$ cat config.mk
export PLATFORM = sky130hd
export DESIGN_NAME = atw_monitor
export DESIGN_NICKNAME = d
export VERILOG_FILES = /design/src/rtl/atw_pkg.sv /design/src/rtl/atw_classify.sv /design/src/rtl/atw_window_fsm.sv /design/src/rtl/atw_err_bank.sv /design/src/rtl/atw_monitor.sv
export SDC_FILE = /design/constraint.sdc
export NUM_CORES = 1
export LEC_CHECK = 0
export BUFFER_PORTS_ARGS = -buffer_cell sky130_fd_sc_hd__buf_2
export CAP_MARGIN = 20
export CORE_AREA = 5 5 42 44
export CTS_CLUSTER_DIAMETER = 50
export DETAILED_ROUTE_END_ITERATION = 6
export DIE_AREA = 0 0 47 49
export PLACE_DENSITY = 0.74
export SLEW_MARGIN = 5
export SYNTH_ARGS = -nofsm -noshare
export SYNTH_HDL_FRONTEND = slang
export SYNTH_SLANG_ARGS = --single-unit
$ cat constraint.sdc
create_clock -name clk -period 3.4 [get_ports clk]
set_clock_uncertainty 0.1 [all_clocks]
set_input_delay 0.51 -clock clk [delete_from_list [all_inputs] [get_ports clk]]
set_output_delay 0.51 -clock clk [all_outputs]
set_load 0.05 [all_outputs]
$ cat src/rtl/atw_pkg.sv
package atw_pkg;
    typedef enum logic [1:0] {
        WIN_IDLE    = 2'd0,
        WIN_OPEN    = 2'd1,
        WIN_ACKTAIL = 2'd2,
        WIN_BUSY    = 2'd3
    } win_state_e;

    localparam int NUM_ERR   = 3;
    localparam int ERR_EARLY = 0;
    localparam int ERR_WIDTH = 1;
    localparam int ERR_XMEM  = 2;
endpackage

$ cat src/rtl/atw_classify.sv
module atw_classify
    import atw_pkg::*;
(
    input  logic               start_i,
    input  logic               xstart_i,
    input  logic               start_q,
    input  logic               xstart_q,
    input  logic               win_closed,
    input  logic               mem_tenure,
    output logic               start_ok,
    output logic               start_mem,
    output logic [NUM_ERR-1:0] hit
);
    logic held;
    logic fresh;
    logic both;

    assign held      = (start_i & start_q) | (xstart_i & xstart_q);
    assign fresh     = (start_i | xstart_i) & ~held;
    assign both      = start_i & xstart_i;
    assign start_mem = start_i;

    always_comb begin
        hit      = '0;
        start_ok = 1'b0;
        if (held) begin
            hit[ERR_WIDTH] = 1'b1;
        end else if (fresh) begin
            if (both) begin
                hit[ERR_EARLY] = 1'b1;
            end else if (!win_closed) begin
                if (xstart_i && mem_tenure) begin
                    hit[ERR_XMEM] = 1'b1;
                end else begin
                    hit[ERR_EARLY] = 1'b1;
                end
            end else begin
                start_ok = 1'b1;
            end
        end
    end
endmodule

$ cat src/rtl/atw_window_fsm.sv
module atw_window_fsm
    import atw_pkg::*;
(
    input  logic       clk,
    input  logic       rst_n,
    input  logic       start_ok,
    input  logic       start_mem,
    input  logic       addr_ack_i,
    input  logic       addr_busy_i,
    output logic       win_closed,
    output logic       mem_tenure,
    output win_state_e state_q
);
    win_state_e state_d;
    logic       mem_q;

    always_ff @(posedge clk) begin
        if (!rst_n) begin
            state_q <= WIN_IDLE;
            mem_q   <= 1'b0;
        end else begin
            state_q <= state_d;
            if (start_ok) begin
                mem_q <= start_mem;
            end
        end
    end

    always_comb begin
        state_d    = state_q;
        win_closed = 1'b0;
        unique case (state_q)
            WIN_IDLE: begin
                win_closed = 1'b1;
                if (start_ok) begin
                    state_d = addr_ack_i ? WIN_ACKTAIL : WIN_OPEN;
                end
            end
            WIN_OPEN: begin
                if (addr_ack_i) begin
                    state_d = WIN_ACKTAIL;
                end
            end
            WIN_ACKTAIL: begin
                state_d = addr_busy_i ? WIN_BUSY : WIN_IDLE;
            end
            WIN_BUSY: begin
                win_closed = !addr_busy_i;
                if (start_ok) begin
                    state_d = addr_ack_i ? WIN_ACKTAIL : WIN_OPEN;
                end else if (!addr_busy_i) begin
                    state_d = WIN_IDLE;
                end
            end
            default: state_d = WIN_IDLE;
        endcase
    end

    assign mem_tenure = mem_q;
endmodule

$ cat src/rtl/atw_err_bank.sv
module atw_err_bank #(
    parameter int N = 3
) (
    input  logic         clk,
    input  logic         rst_n,
    input  logic         clr_i,
    input  logic [N-1:0] hit,
    output logic [N-1:0] evt_q,
    output logic [N-1:0] flag_q
);
    for (genvar g = 0; g < N; g++) begin : g_cls
        always_ff @(posedge clk) begin
            if (!rst_n) begin
                evt_q[g]  <= 1'b0;
                flag_q[g] <= 1'b0;
            end else begin
                evt_q[g]  <= hit[g];
                flag_q[g] <= hit[g] | (flag_q[g] & ~clr_i);
            end
        end
    end
endmodule

$ cat src/rtl/atw_monitor.sv
module atw_monitor
    import atw_pkg::*;
(
    input  logic clk,
    input  logic rst_n,
    input  logic clr_i,
    input  logic start_i,
    input  logic xstart_i,
    input  logic addr_ack_i,
    input  logic addr_busy_i,
    output logic snoop_vld_o,
    output logic early_evt_o,
    output logic width_evt_o,
    output logic xmem_evt_o,
    output logic early_err_o,
    output logic width_err_o,
    output logic xmem_err_o
);
    logic               start_q;
    logic               xstart_q;
    logic               snoop_q;
    logic               start_ok;
    logic               start_mem;
    logic               win_closed;
    logic               mem_tenure;
    logic [NUM_ERR-1:0] hit;
    logic [NUM_ERR-1:0] evt;
    logic [NUM_ERR-1:0] flag;
    win_state_e         win_state;

    always_ff @(posedge clk) begin
        if (!rst_n) begin
            start_q  <= 1'b0;
            xstart_q <= 1'b0;
            snoop_q  <= 1'b0;
        end else begin
            start_q  <= start_i;
            xstart_q <= xstart_i;
            snoop_q  <= start_ok & start_mem;
        end
    end

    atw_classify u_cls (
        .start_i    (start_i),
        .xstart_i   (xstart_i),
        .start_q    (start_q),
        .xstart_q   (xstart_q),
        .win_closed (win_closed),
        .mem_tenure (mem_tenure),
        .start_ok   (start_ok),
        .start_mem  (start_mem),
        .hit        (hit)
    );

    atw_window_fsm u_fsm (
        .clk         (clk),
        .rst_n       (rst_n),
        .start_ok    (start_ok),
        .start_mem   (start_mem),
        .addr_ack_i  (addr_ack_i),
        .addr_busy_i (addr_busy_i),
        .win_closed  (win_closed),
        .mem_tenure  (mem_tenure),
        .state_q     (win_state)
    );

    atw_err_bank #(.N(NUM_ERR)) u_err (
        .clk    (clk),
        .rst_n  (rst_n),
        .clr_i  (clr_i),
        .hit    (hit),
        .evt_q  (evt),
        .flag_q (flag)
    );

    assign snoop_vld_o = snoop_q;
    assign early_evt_o = evt[ERR_EARLY];
    assign width_evt_o = evt[ERR_WIDTH];
    assign xmem_evt_o  = evt[ERR_XMEM];
    assign early_err_o = flag[ERR_EARLY];
    assign width_err_o = flag[ERR_WIDTH];
    assign xmem_err_o  = flag[ERR_XMEM];
endmodule

==> results_dict.tcl <==
set metrics [dict create \
    status "completed" \
    netlist_instances 65 \
    yosysWarnings 0 \
    clk_pin_slew_ns 0.08 \
    synth_commonest_cells "dfxtp_1 (12), o21ai_0 (9), ha_1 (4), nand2_1 (4)" \
    dp_hpwl_um 918 \
    antennaDiodeCount 0 \
    clk_latency_ns 0.27 \
    critical_path.slowest_cell "dfxtp_1" \
    synth_top_cell_area_share 0.398 \
    postCtsHoldBufs 0 \
    tightest_slew_ns 0.354 \
    critPathMaxFanout 7 \
    initial_utilization 0.431 \
    netlist_area_um2 604 \
    rr_endpoint "u_fsm.state_q[0]" \
    final-setup-viol-count 0 \
    drv_cap 0 \
    cts_tree "yes" \
    p_sw_uw 191 \
    syn_nets 76 \
    r2r-start "u_fsm.state_q[0]" \
    crit_start "u_fsm.state_q[0]" \
    grt_pass1_vias 477 \
    numCtsBuffers 3 \
    ys_types 30 \
    cp_cell_sequence "inv_1 > ha_1 > nand3b_1 > o21ai_0 > mux2i_1 > a211oi_1" \
    worstPathRequired_ns 3.49 \
    ioPinCount 14 \
    holdPathStages 1 \
    reg2reg_depth 6 \
    critPathKind "reg2reg" \
    firstDrtPassIters 3 \
    synth-edff-count 0 \
    post_cts_buffers 0 \
    root_buffer "clkbuf_4" \
    drt_iter0_markers 7 \
    rows 14 \
    grt_pass1_wl_mm 1.98 \
    synth_ff_type "dfxtp_1" \
    finalNetCount 93 \
    hold_viol 0 \
    syn2layout_area_growth_pct 19.3 \
    leakagePower_uw 0.000315 \
    hold_path_class "reg2reg" \
    p_clk_frac 0.226 \
    chipWidth_um 47 \
    dieArea_um2 2300 \
    synth_seq_cells 12 \
    hold_path_end "u_err.flag_q[2]" \
    max_stage_delay_ns 0.40 \
    start_kind "flip-flop" \
    rsz0062_at_grt "false" \
    fin_crit_ns 1.60 \
    vdd_ir_drop_max_mv 0.289 \
    internal-power_uw 299 \
    min_from "u_err.flag_q[2]" \
    power.density_nw_per_um2 679 \
    drt-vias-per-instance 5.38 \
    yosysSeqAreaShare 0.398 \
    overflow 0 \
    grt_max_degree 12 \
    antenna_found_initial 0 \
    die_h_um 49 \
    end_kind "flip-flop" \
    grt_use_total 0.116 \
    fin_util 0.514 \
    coreArea_um2 1400 \
    antenna_left 0 \
    drcViolationCount 0 \
    cts_sinks 12 \
    power_frac_comb 0.406 \
    vias 522 \
    fmax_mhz 625 \
    cp_data_arrival_time_ns 1.69 \
    drive_above_1_share 0.259 \
    yosysMostFrequentCell "dfxtp_1" \
    r2r_setup_slack_ns 1.80 \
    fin_setup_tns_ns 0 \
    syn_area_per_cell_um2 9.30 \
    htree_levels 1 \
    async_flop_share 0 \
    switching_share 0.390 \
    drv_slew 0 \
    wl_mm 1.17 \
    max_slew_margin 0.764 \
    place_congestion 0.785 \
    clock_path_buffers 2 \
    port_buffers 13 \
    wl_per_cell_um 12.1 \
    timing.final.crit_share 0.470 \
    finalPower_uw 490 \
    seqPwrFrac 0.367 \
    cts_resized 0 \
    yosysTopAreaCell "dfxtp_1" \
    synth.area.top_cells "dfxtp_1 (40%), ha_1 (8.3%), o21ai_0 (7.5%)" \
]
## placed cells by master, fill, tap and decap left out, types with 2 or more instances in the layout
cell	synthesis	layout
a211oi_1	3	3
a21oi_1	2	2
buf_2	0	13
clkbuf_4	0	3
dfxtp_1	12	12
ha_1	4	4
inv_1	3	3
nand2_1	4	4
nand3b_1	2	2
nor2_1	2	2
nor2b_1	2	2
nor3_1	3	3
o21ai_0	9	9
## layer usage
| layer | global-route usage | up-vias | wire (µm) |
|---|---|---|---|
| met5 | 0 | - | 0 |
| li1 | - | 268 | - |
| met4 | 0.101 | 0 | 34 |
| met1 | 0.153 | 238 | 566 |
| met2 | 0.154 | 12 | 502 |
| met3 | 0.0185 | 4 | 70 |
## power groups by stage
stage | logic (µW) | registers [µW] | clock network, µW
floorplan | 116 | 222 | 0
global placement | 196 | 181 | 0
detailed placement | 200 | 183 | 0
CTS | 199 | 180 | 115
global route | 221 | 184 | 123
finish | 199 | 180 | 111
## layout make-up
class | instances | area (µm²)
Clock buffer | 4 | 36.3
Multi-Input combinational cell | 49 | 348
Fill cell | 151 | 681
Timing Repair Buffer | 13 | 65.1
Sequential cell | 12 | 240
Tap cell | 16 | 20.0
Inverter | 3 | 11.3
## flip-flops by register name, summed over array words and instances (netlist names)
signal and flops:
xstart_q 1, start_q 1, u_err.flag_q 3, snoop_vld_o 1, u_fsm.mem_tenure 1, u_err.evt_q 3, u_fsm.state_q 2
## stage by stage
step                      worst slack [ns]  cell area, µm²  hold WS [ns]  cells
after floorplan                       1.96             604         0.382     65
after global placement                1.81             684         0.327     93
after detailed placement              1.80             684         0.343     93
after CTS                             1.79             721         0.361     97
after global routing                  1.61             721         0.376     97
final                                 1.80             721         0.353     97
## cell families (layout without fill, tap and decap cells)
group                      Yosys count  in the layout  share of synthesized area
and+or+nand+nor                     23             23                      0.246
AOI/OAI and AO/OA                   21             21                      0.230
DFF                                 12             12                      0.398
adders and majority gates            4              4                     0.0828
buffers and inverters                4             20                     0.0269
muxes                                1              1                     0.0166
## how the worst max path moves through the flow
stage                             to  slack [ns]  cells after the start
global placement    u_fsm.state_q[0]        1.81                      5
detailed placement  u_fsm.state_q[1]        1.80                      5
global route        u_fsm.state_q[0]        1.61                      6
finish              u_fsm.state_q[0]        1.80                      6
floorplan           u_fsm.state_q[0]        1.96                      6
CTS                 u_fsm.state_q[0]        1.79                      6
## critical path, delay by kind of cell (launching register included)
| kind | cells | cell delay (ns) |
|---|---|---|
| AND/OR/NAND/NOR | 1 | 0.20 |
| AO/OA/AOI/OAI | 2 | 0.33 |
| multiplexers | 1 | 0.11 |
| buffers and inverters | 1 | 0.08 |
| flip-flops | 1 | 0.40 |
| adder cells (fa/ha/maj) | 1 | 0.28 |
Note: power is estimated with default switching activity, not from simulation.
